`config.mk`:
```
export PLATFORM = sky130hd
export DESIGN_NAME = tower_block_summer
export DESIGN_NICKNAME = d
export VERILOG_FILES = /design/src/rtl/tbs_pkg.sv /design/src/rtl/tbs_cell.sv /design/src/rtl/tbs_rowsum.sv /design/src/rtl/tbs_rowbuf.sv /design/src/rtl/tbs_ctrl.sv /design/src/rtl/tower_block_summer.sv
export SDC_FILE = /design/constraint.sdc
export NUM_CORES = 2
export LEC_CHECK = 0
export ABC_AREA = 1
export CAP_MARGIN = 20
export CORE_ASPECT_RATIO = 1.5
export CORE_MARGIN = 4
export CORE_UTILIZATION = 55
export DETAILED_ROUTE_END_ITERATION = 8
export DONT_BUFFER_PORTS = 1
export MAX_ROUTING_LAYER = met4
export PLACE_DENSITY = 0.8
export SYNTH_ARGS = -nofsm -noshare
export SYNTH_HDL_FRONTEND = slang
export SYNTH_SLANG_ARGS = --single-unit
```
`constraint.sdc`:
```
create_clock -name clk -period 9.8 [get_ports clk]
set_input_delay 1.96 -clock clk [delete_from_list [all_inputs] [get_ports clk]]
set_output_delay 1.96 -clock clk [all_outputs]
set_load 0.02 [all_outputs]
```
`src/rtl/tbs_pkg.sv`:
```
package tbs_pkg;
  localparam int DEF_ROWS    = 32;
  localparam int DEF_COLS    = 12;
  localparam int DEF_HALF    = 6;
  localparam int DEF_TOWER_W = 16;
  localparam int DEF_OUT_W   = 12;

  typedef enum logic [1:0] {
    ST_IDLE  = 2'd0,
    ST_RUN   = 2'd1,
    ST_LAST  = 2'd2,
    ST_FIRST = 2'd3
  } tbs_state_e;

  typedef enum logic [1:0] {
    SEL_RUN   = 2'd0,
    SEL_LAST  = 2'd1,
    SEL_FIRST = 2'd2
  } tbs_sel_e;
endpackage

```
`src/rtl/tbs_cell.sv`:
```
// One output cell: horizontal sum of column partial sums, seed test, clamp.
module tbs_cell #(
  parameter int TOWER_W = 16,
  parameter int SUM_W   = 20,
  parameter int OUT_W   = 12
) (
  input  logic signed [SUM_W-1:0]   vs_l,
  input  logic signed [SUM_W-1:0]   vs_c,
  input  logic signed [SUM_W-1:0]   vs_r,
  input  logic signed [TOWER_W-1:0] thr,
  output logic [OUT_W-1:0]          sum_o,
  output logic                      seed_o
);
  localparam logic signed [SUM_W-1:0] MAXV = SUM_W'((2 ** OUT_W) - 1);

  logic signed [SUM_W-1:0] total;
  logic signed [SUM_W-1:0] thr_x;

  assign total  = vs_l + vs_c + vs_r;
  assign thr_x  = {{(SUM_W-TOWER_W){thr[TOWER_W-1]}}, thr};
  // seed decision uses the unclamped sum
  assign seed_o = (total > thr_x);

  always_comb begin
    if (total < 0)         sum_o = '0;
    else if (total > MAXV) sum_o = '1;
    else                   sum_o = total[OUT_W-1:0];
  end
endmodule

```
`src/rtl/tbs_rowsum.sv`:
```
// Combinational row of window sums; the column position picks the window shape.
module tbs_rowsum #(
  parameter int COLS    = 12,
  parameter int HALF    = 6,
  parameter int TOWER_W = 16,
  parameter int SUM_W   = 20,
  parameter int OUT_W   = 12
) (
  input  logic [COLS*TOWER_W-1:0]   up_row,
  input  logic [COLS*TOWER_W-1:0]   mid_row,
  input  logic [COLS*TOWER_W-1:0]   dn_row,
  input  logic signed [TOWER_W-1:0] thr,
  output logic [COLS*OUT_W-1:0]     sums,
  output logic [COLS-1:0]           seeds
);
  localparam int EXT = SUM_W - TOWER_W;

  logic signed [SUM_W-1:0] vsum  [COLS];
  logic signed [SUM_W-1:0] lterm [COLS];
  logic signed [SUM_W-1:0] rterm [COLS];

  for (genvar c = 0; c < COLS; c++) begin : g_col
    logic [TOWER_W-1:0] tu, tm, td;
    assign tu = up_row [c*TOWER_W +: TOWER_W];
    assign tm = mid_row[c*TOWER_W +: TOWER_W];
    assign td = dn_row [c*TOWER_W +: TOWER_W];
    assign vsum[c] = {{EXT{tu[TOWER_W-1]}}, tu}
                   + {{EXT{tm[TOWER_W-1]}}, tm}
                   + {{EXT{td[TOWER_W-1]}}, td};

    if ((c % HALF) != 0) begin : g_has_left
      assign lterm[c] = vsum[c-1];
    end else begin : g_cut_left
      assign lterm[c] = '0;
    end

    if ((c % HALF) != (HALF - 1)) begin : g_has_right
      assign rterm[c] = vsum[c+1];
    end else begin : g_cut_right
      assign rterm[c] = '0;
    end

    tbs_cell #(
      .TOWER_W(TOWER_W),
      .SUM_W  (SUM_W),
      .OUT_W  (OUT_W)
    ) u_cell (
      .vs_l  (lterm[c]),
      .vs_c  (vsum[c]),
      .vs_r  (rterm[c]),
      .thr   (thr),
      .sum_o (sums[c*OUT_W +: OUT_W]),
      .seed_o(seeds[c])
    );
  end
endmodule

```
`src/rtl/tbs_rowbuf.sv`:
```
// Sliding two-row history plus the saved first two rows of the frame.
module tbs_rowbuf #(
  parameter int ROW_W = 192,
  parameter int IDX_W = 5
) (
  input  logic             clk,
  input  logic             rst_n,
  input  logic             load,
  input  logic [IDX_W-1:0] load_idx,
  input  logic [ROW_W-1:0] row_in,
  output logic [ROW_W-1:0] prev2,
  output logic [ROW_W-1:0] prev1,
  output logic [ROW_W-1:0] keep0,
  output logic [ROW_W-1:0] keep1
);
  always_ff @(posedge clk or negedge rst_n) begin
    if (!rst_n) begin
      prev2 <= '0;
      prev1 <= '0;
      keep0 <= '0;
      keep1 <= '0;
    end else if (load) begin
      prev2 <= prev1;
      prev1 <= row_in;
      if (load_idx == IDX_W'(0)) keep0 <= row_in;
      if (load_idx == IDX_W'(1)) keep1 <= row_in;
    end
  end
endmodule

```
`src/rtl/tbs_ctrl.sv`:
```
// Frame sequencing, input/output handshake and output-valid register.
module tbs_ctrl
  import tbs_pkg::*;
#(
  parameter int ROWS  = 32,
  parameter int IDX_W = 5
) (
  input  logic             clk,
  input  logic             rst_n,
  input  logic             in_valid,
  input  logic             in_sof,
  input  logic             out_ready,
  output logic             in_ready,
  output logic             load,
  output logic [IDX_W-1:0] beat_idx,
  output logic             emit,
  output logic [IDX_W-1:0] emit_idx,
  output tbs_sel_e         sel,
  output logic             out_valid
);
  localparam logic [IDX_W-1:0] LAST_IDX = IDX_W'(ROWS - 1);

  tbs_state_e       st_q, st_d;
  logic [IDX_W-1:0] cnt_q;
  logic             vld_q;
  logic             slot_free;
  logic             acc;

  assign slot_free = !vld_q || out_ready;
  assign in_ready  = ((st_q == ST_IDLE) || (st_q == ST_RUN)) && slot_free;
  assign acc       = in_valid && in_ready;
  assign beat_idx  = in_sof ? '0 : cnt_q;
  assign load      = acc && (in_sof || (st_q == ST_RUN));
  assign out_valid = vld_q;

  always_comb begin
    st_d     = st_q;
    emit     = 1'b0;
    emit_idx = cnt_q - 1'b1;
    sel      = SEL_RUN;
    case (st_q)
      ST_IDLE, ST_RUN: begin
        if (load) begin
          st_d = (beat_idx == LAST_IDX) ? ST_LAST : ST_RUN;
          if (!in_sof && (cnt_q >= IDX_W'(2))) emit = 1'b1;
        end
      end
      ST_LAST: begin
        if (slot_free) begin
          emit     = 1'b1;
          emit_idx = LAST_IDX;
          sel      = SEL_LAST;
          st_d     = ST_FIRST;
        end
      end
      ST_FIRST: begin
        if (slot_free) begin
          emit     = 1'b1;
          emit_idx = '0;
          sel      = SEL_FIRST;
          st_d     = ST_IDLE;
        end
      end
      default: st_d = ST_IDLE;
    endcase
  end

  always_ff @(posedge clk or negedge rst_n) begin
    if (!rst_n) begin
      st_q  <= ST_IDLE;
      cnt_q <= '0;
      vld_q <= 1'b0;
    end else begin
      st_q <= st_d;
      if (load) cnt_q <= beat_idx + 1'b1;
      if (emit)           vld_q <= 1'b1;
      else if (out_ready) vld_q <= 1'b0;
    end
  end
endmodule

```
`src/rtl/tower_block_summer.sv`:
```
module tower_block_summer
  import tbs_pkg::*;
#(
  parameter int ROWS    = DEF_ROWS,
  parameter int COLS    = DEF_COLS,
  parameter int HALF    = DEF_HALF,
  parameter int TOWER_W = DEF_TOWER_W,
  parameter int OUT_W   = DEF_OUT_W,
  localparam int IDX_W  = $clog2(ROWS),
  localparam int SUM_W  = TOWER_W + 4,
  localparam int ROW_W  = COLS * TOWER_W
) (
  input  logic                      clk,
  input  logic                      rst_n,
  input  logic                      in_valid,
  output logic                      in_ready,
  input  logic                      in_sof,
  input  logic [ROW_W-1:0]          in_row,
  input  logic signed [TOWER_W-1:0] seed_thr,
  output logic                      out_valid,
  input  logic                      out_ready,
  output logic [IDX_W-1:0]          out_row_idx,
  output logic [COLS*OUT_W-1:0]     out_sum,
  output logic [COLS-1:0]           out_seed
);
  logic                   load, emit;
  logic [IDX_W-1:0]       beat_idx, emit_idx;
  tbs_sel_e               sel;
  logic [ROW_W-1:0]       prev2, prev1, keep0, keep1;
  logic [ROW_W-1:0]       w_up, w_mid, w_dn;
  logic [COLS*OUT_W-1:0]  row_sums;
  logic [COLS-1:0]        row_seeds;

  tbs_ctrl #(.ROWS(ROWS), .IDX_W(IDX_W)) u_ctrl (
    .clk      (clk),
    .rst_n    (rst_n),
    .in_valid (in_valid),
    .in_sof   (in_sof),
    .out_ready(out_ready),
    .in_ready (in_ready),
    .load     (load),
    .beat_idx (beat_idx),
    .emit     (emit),
    .emit_idx (emit_idx),
    .sel      (sel),
    .out_valid(out_valid)
  );

  tbs_rowbuf #(.ROW_W(ROW_W), .IDX_W(IDX_W)) u_rowbuf (
    .clk     (clk),
    .rst_n   (rst_n),
    .load    (load),
    .load_idx(beat_idx),
    .row_in  (in_row),
    .prev2   (prev2),
    .prev1   (prev1),
    .keep0   (keep0),
    .keep1   (keep1)
  );

  // pick the three rows of the window being emitted
  always_comb begin
    case (sel)
      SEL_LAST:  begin w_up = prev2; w_mid = prev1; w_dn = keep0;  end
      SEL_FIRST: begin w_up = prev1; w_mid = keep0; w_dn = keep1;  end
      default:   begin w_up = prev2; w_mid = prev1; w_dn = in_row; end
    endcase
  end

  tbs_rowsum #(
    .COLS   (COLS),
    .HALF   (HALF),
    .TOWER_W(TOWER_W),
    .SUM_W  (SUM_W),
    .OUT_W  (OUT_W)
  ) u_rowsum (
    .up_row (w_up),
    .mid_row(w_mid),
    .dn_row (w_dn),
    .thr    (seed_thr),
    .sums   (row_sums),
    .seeds  (row_seeds)
  );

  always_ff @(posedge clk or negedge rst_n) begin
    if (!rst_n) begin
      out_sum     <= '0;
      out_seed    <= '0;
      out_row_idx <= '0;
    end else if (emit) begin
      out_sum     <= row_sums;
      out_seed    <= row_seeds;
      out_row_idx <= emit_idx;
    end
  end
endmodule

```
==> impl_metrics.toml <==
[clock_tree]
clock_latency_ns = 0.76
path_clk_slew_ns = 0.06
cts_buffer_depth = 3
cts.sinks = 937
cts_hold_buf = 0
root_buffer = "clkbuf_16"
h-tree-depth = 3
cts_tree = "done"
cts_buffers = 96

[yosys]
synthSimpleGateAreaFrac_pct = 18.7
ys_types = 66
ys.flop_type = "dfrtp_1"
synthMuxAreaShare_pct = 0
synth_edf_count = 0
synth.top_cell.area_share_pct = 28.7
synth_top_family_by_area = "compound AO/OA/AOI/OAI gates"
synth_compound_area_share_pct = 19.9
ys_seq_area_share_pct = 28.7
synth_warnings = 0
ys_ff_latch = 937
synth.area.top_cells = "dfrtp_1, ha_1, nand2_1"
netlist_area_um2 = 81600
async_flop_share_pct = 100
synth.avg_cell_area_um2 = 7.30
synthXorXnorAreaFrac_pct = 5.28
yosys.area.top_type = "dfrtp_1"
synthCells = 11200
synth_fa_ha_area_share_pct = 17.3
syn-num-nets = 12400

[critical_path]
timing_worst_setup_path_type = "in2reg"
critPathMostFrequentCell = "inv_1"
worst_path_max_delay_cell = "fa_1"
cp.arrival_ns = 10.08
critical_path.endpoint = "out_seed[10]$_DFFE_PN0P_"
startpoint = "out_ready"
critPathTopFamily = "compound AO/OA/AOI/OAI gates"
reg2reg_depth = 55
r2r_slack_ns = 0.94
regToRegStartpoint = "u_ctrl.out_valid$_DFFE_PN0P_"
path_buf_inv = 14
crit_fanout = 14
r2r_end = "out_seed[10]$_DFFE_PN0P_"
worst_ep_required_time_ns = 10.42
cpPeakStageDelay_ns = 0.55
endpoint_kind = "register"
startpoint_type = "input pin"
worstSetupPathDepth = 54

[timing]
skew_ns = 0.0469
max_freq_mhz = 106
finalCritPeriodShare_pct = 96.6
worst_pin_slew_ns = 1.32
finalHoldViolCount = 0
rsz0062_at_grt = "yes"
slew_viol_final = 0
finalSetupTns_ns = 0
relSlewSlack_pct = 12.1
finalCriticalPeriod_ns = 9.46
setup-violations-final = 0

[flow_run]
drv_cap = 0

[drt]
drc = 0
avgViaCountPerCell = 5.59
vias = 82500
drt_iter0_drc = 6954
firstDrtPassIters = 7
wl_um = 284000
routedWlPerCell_um = 19.3
ant_nets = 0

[cells_and_area]
layout_commonest_cell = "nand2_1"
drive_above_1_share_pct = 18.1
fillCellCount = 12400
layout-area-overhead-vs-synth_pct = 24.3
nNetsFinal = 13900
layout_common_cells = "nand2_1, buf_4, inv_1"

[placement]
place_congestion = 1.02
portBuffers = 0
dp_hpwl_um = 224000

[floorplan]
io_pins = 376
rows = 172
start_util_pct = 55.5
die_h_um = 480
design.die.area_um2 = 155000
core-area_um2 = 147000
fp.dieW_um = 323

[outcome]
outcome = "completed"

[grt]
grt_pass1_wl_um = 436000
grt_pass1_vias = 80600
grt_max_degree = 242
grtUsageTotal_pct = 36.7
grt_overflow = 0
antenna_found_initial = 26

[min_path]
worstHoldStart = "u_rowbuf.prev1[61]$_DFFE_PN0P_"
hp-class = "reg2reg"
[sequential cells by signal (all words and copies together), names as in the netlist]
name,count
u_ctrl.out_valid,1
out_seed,12
u_ctrl.st_q,2
out_sum,144
u_rowbuf.prev1,192
u_rowbuf.keep1,192
out_row_idx,5
u_rowbuf.prev2,192
u_rowbuf.keep0,192
u_ctrl.cnt_q,5
[routing by layer]
| layer | vias to the layer above | global-route usage, % | wire length [µm] |
|---|---|---|---|
| met5 | - | - | 0 |
| met4 | 0 | 13.1 | 11900 |
| met3 | 611 | 9.19 | 27200 |
| met2 | 3028 | 57.8 | 129000 |
| met1 | 38900 | 46.0 | 116000 |
| li1 | 39900 | - | - |
[worst min-delay path: stages (launching register included)]
cell     delay (ns)
dfrtp_1        0.34
nand2_1        0.05
o21ai_0        0.05
[through the flow]
step	cells	utilization, %	hold slack, ns	setup WS, ns	area [µm²]
finish	14700	69.0	0.484	0.338	101000
global route	14700	69.0	0.499	-0.143	101000
CTS	14600	67.8	0.488	0.0240	99700
detailed placement	14500	65.6	0.473	-0.708	96400
global placement	14500	65.6	0.466	-0.588	96400
floorplan	11200	-	0.453	-0.339	82100
[cell families after synthesis]
| kind of cell | after synthesis |
|---|---|
| flip-flops | 937 |
| adder cells (fa/ha/maj) | 1016 |
| buffers and inverters | 2150 |
| AO/OA/AOI/OAI | 2859 |
| XOR/XNOR | 489 |
| AND/OR/NAND/NOR | 3739 |
[synth_stat cells (17+ instances only)]
cell type  number
nor4_1         19
o21ai_0      1243
o21a_1         24
ha_1          830
dfrtp_1       937
fa_1          186
a21oi_1      1002
o21ai_1        80
nand4_1        75
a221o_1       191
o21bai_1       34
nand3_1       378
nand2_1      2326
o211ai_1       35
nor3_1         71
xnor2_1       135
a21o_1         66
buf_2          26
clkbuf_1      307
nand3b_1       28
a31oi_1        40
nand2_2        43
o2111ai_1      28
inv_2          17
nor2_1        746
buf_1          38
inv_1        1743
o31ai_1        19
xor2_1        350
[area by class of cell]
| class | count | area (µm²) | share of cell area, % |
|---|---|---|---|
| inverters | 1761 | 6620 | 6.53 |
| clock buffers | 129 | 2710 | 2.67 |
| diodes | 49 | 123 | 0.121 |
| well taps | 1914 | 2390 | 2.36 |
| flip-flops and latches | 937 | 23400 | 23.1 |
| clock inverters | 42 | 562 | 0.554 |
| multi-input cells | 8103 | 51300 | 50.6 |
| repair buffers | 1805 | 14300 | 14.1 |
[how the worst min path moves through the flow]
stage	slack [ns]	to	cells past startpoint
4_1_cts	0.49	u_rowbuf.prev1[133]$_DFFE_PN0P_	2
2_1_floorplan	0.45	u_ctrl.cnt_q[0]$_DFFE_PN0P_	2
6_report	0.48	u_rowbuf.prev1[61]$_DFFE_PN0P_	2
3_3_place_gp	0.47	u_rowbuf.prev1[175]$_DFFE_PN0P_	2
3_5_place_dp	0.47	u_rowbuf.prev1[164]$_DFFE_PN0P_	2
5_1_grt	0.50	u_rowbuf.prev2[173]$_DFFE_PN0P_	2
[what timing repair did]
action / CTS / global route
setup buffers: 0 / 38
endpoints found under the setup margin: 0 / 12
gates resized for setup: 0 / 262
Power is left out: the tool's default activity adds up to more than one toggle a clock period on the data nets, which glitch-free logic cannot reach.
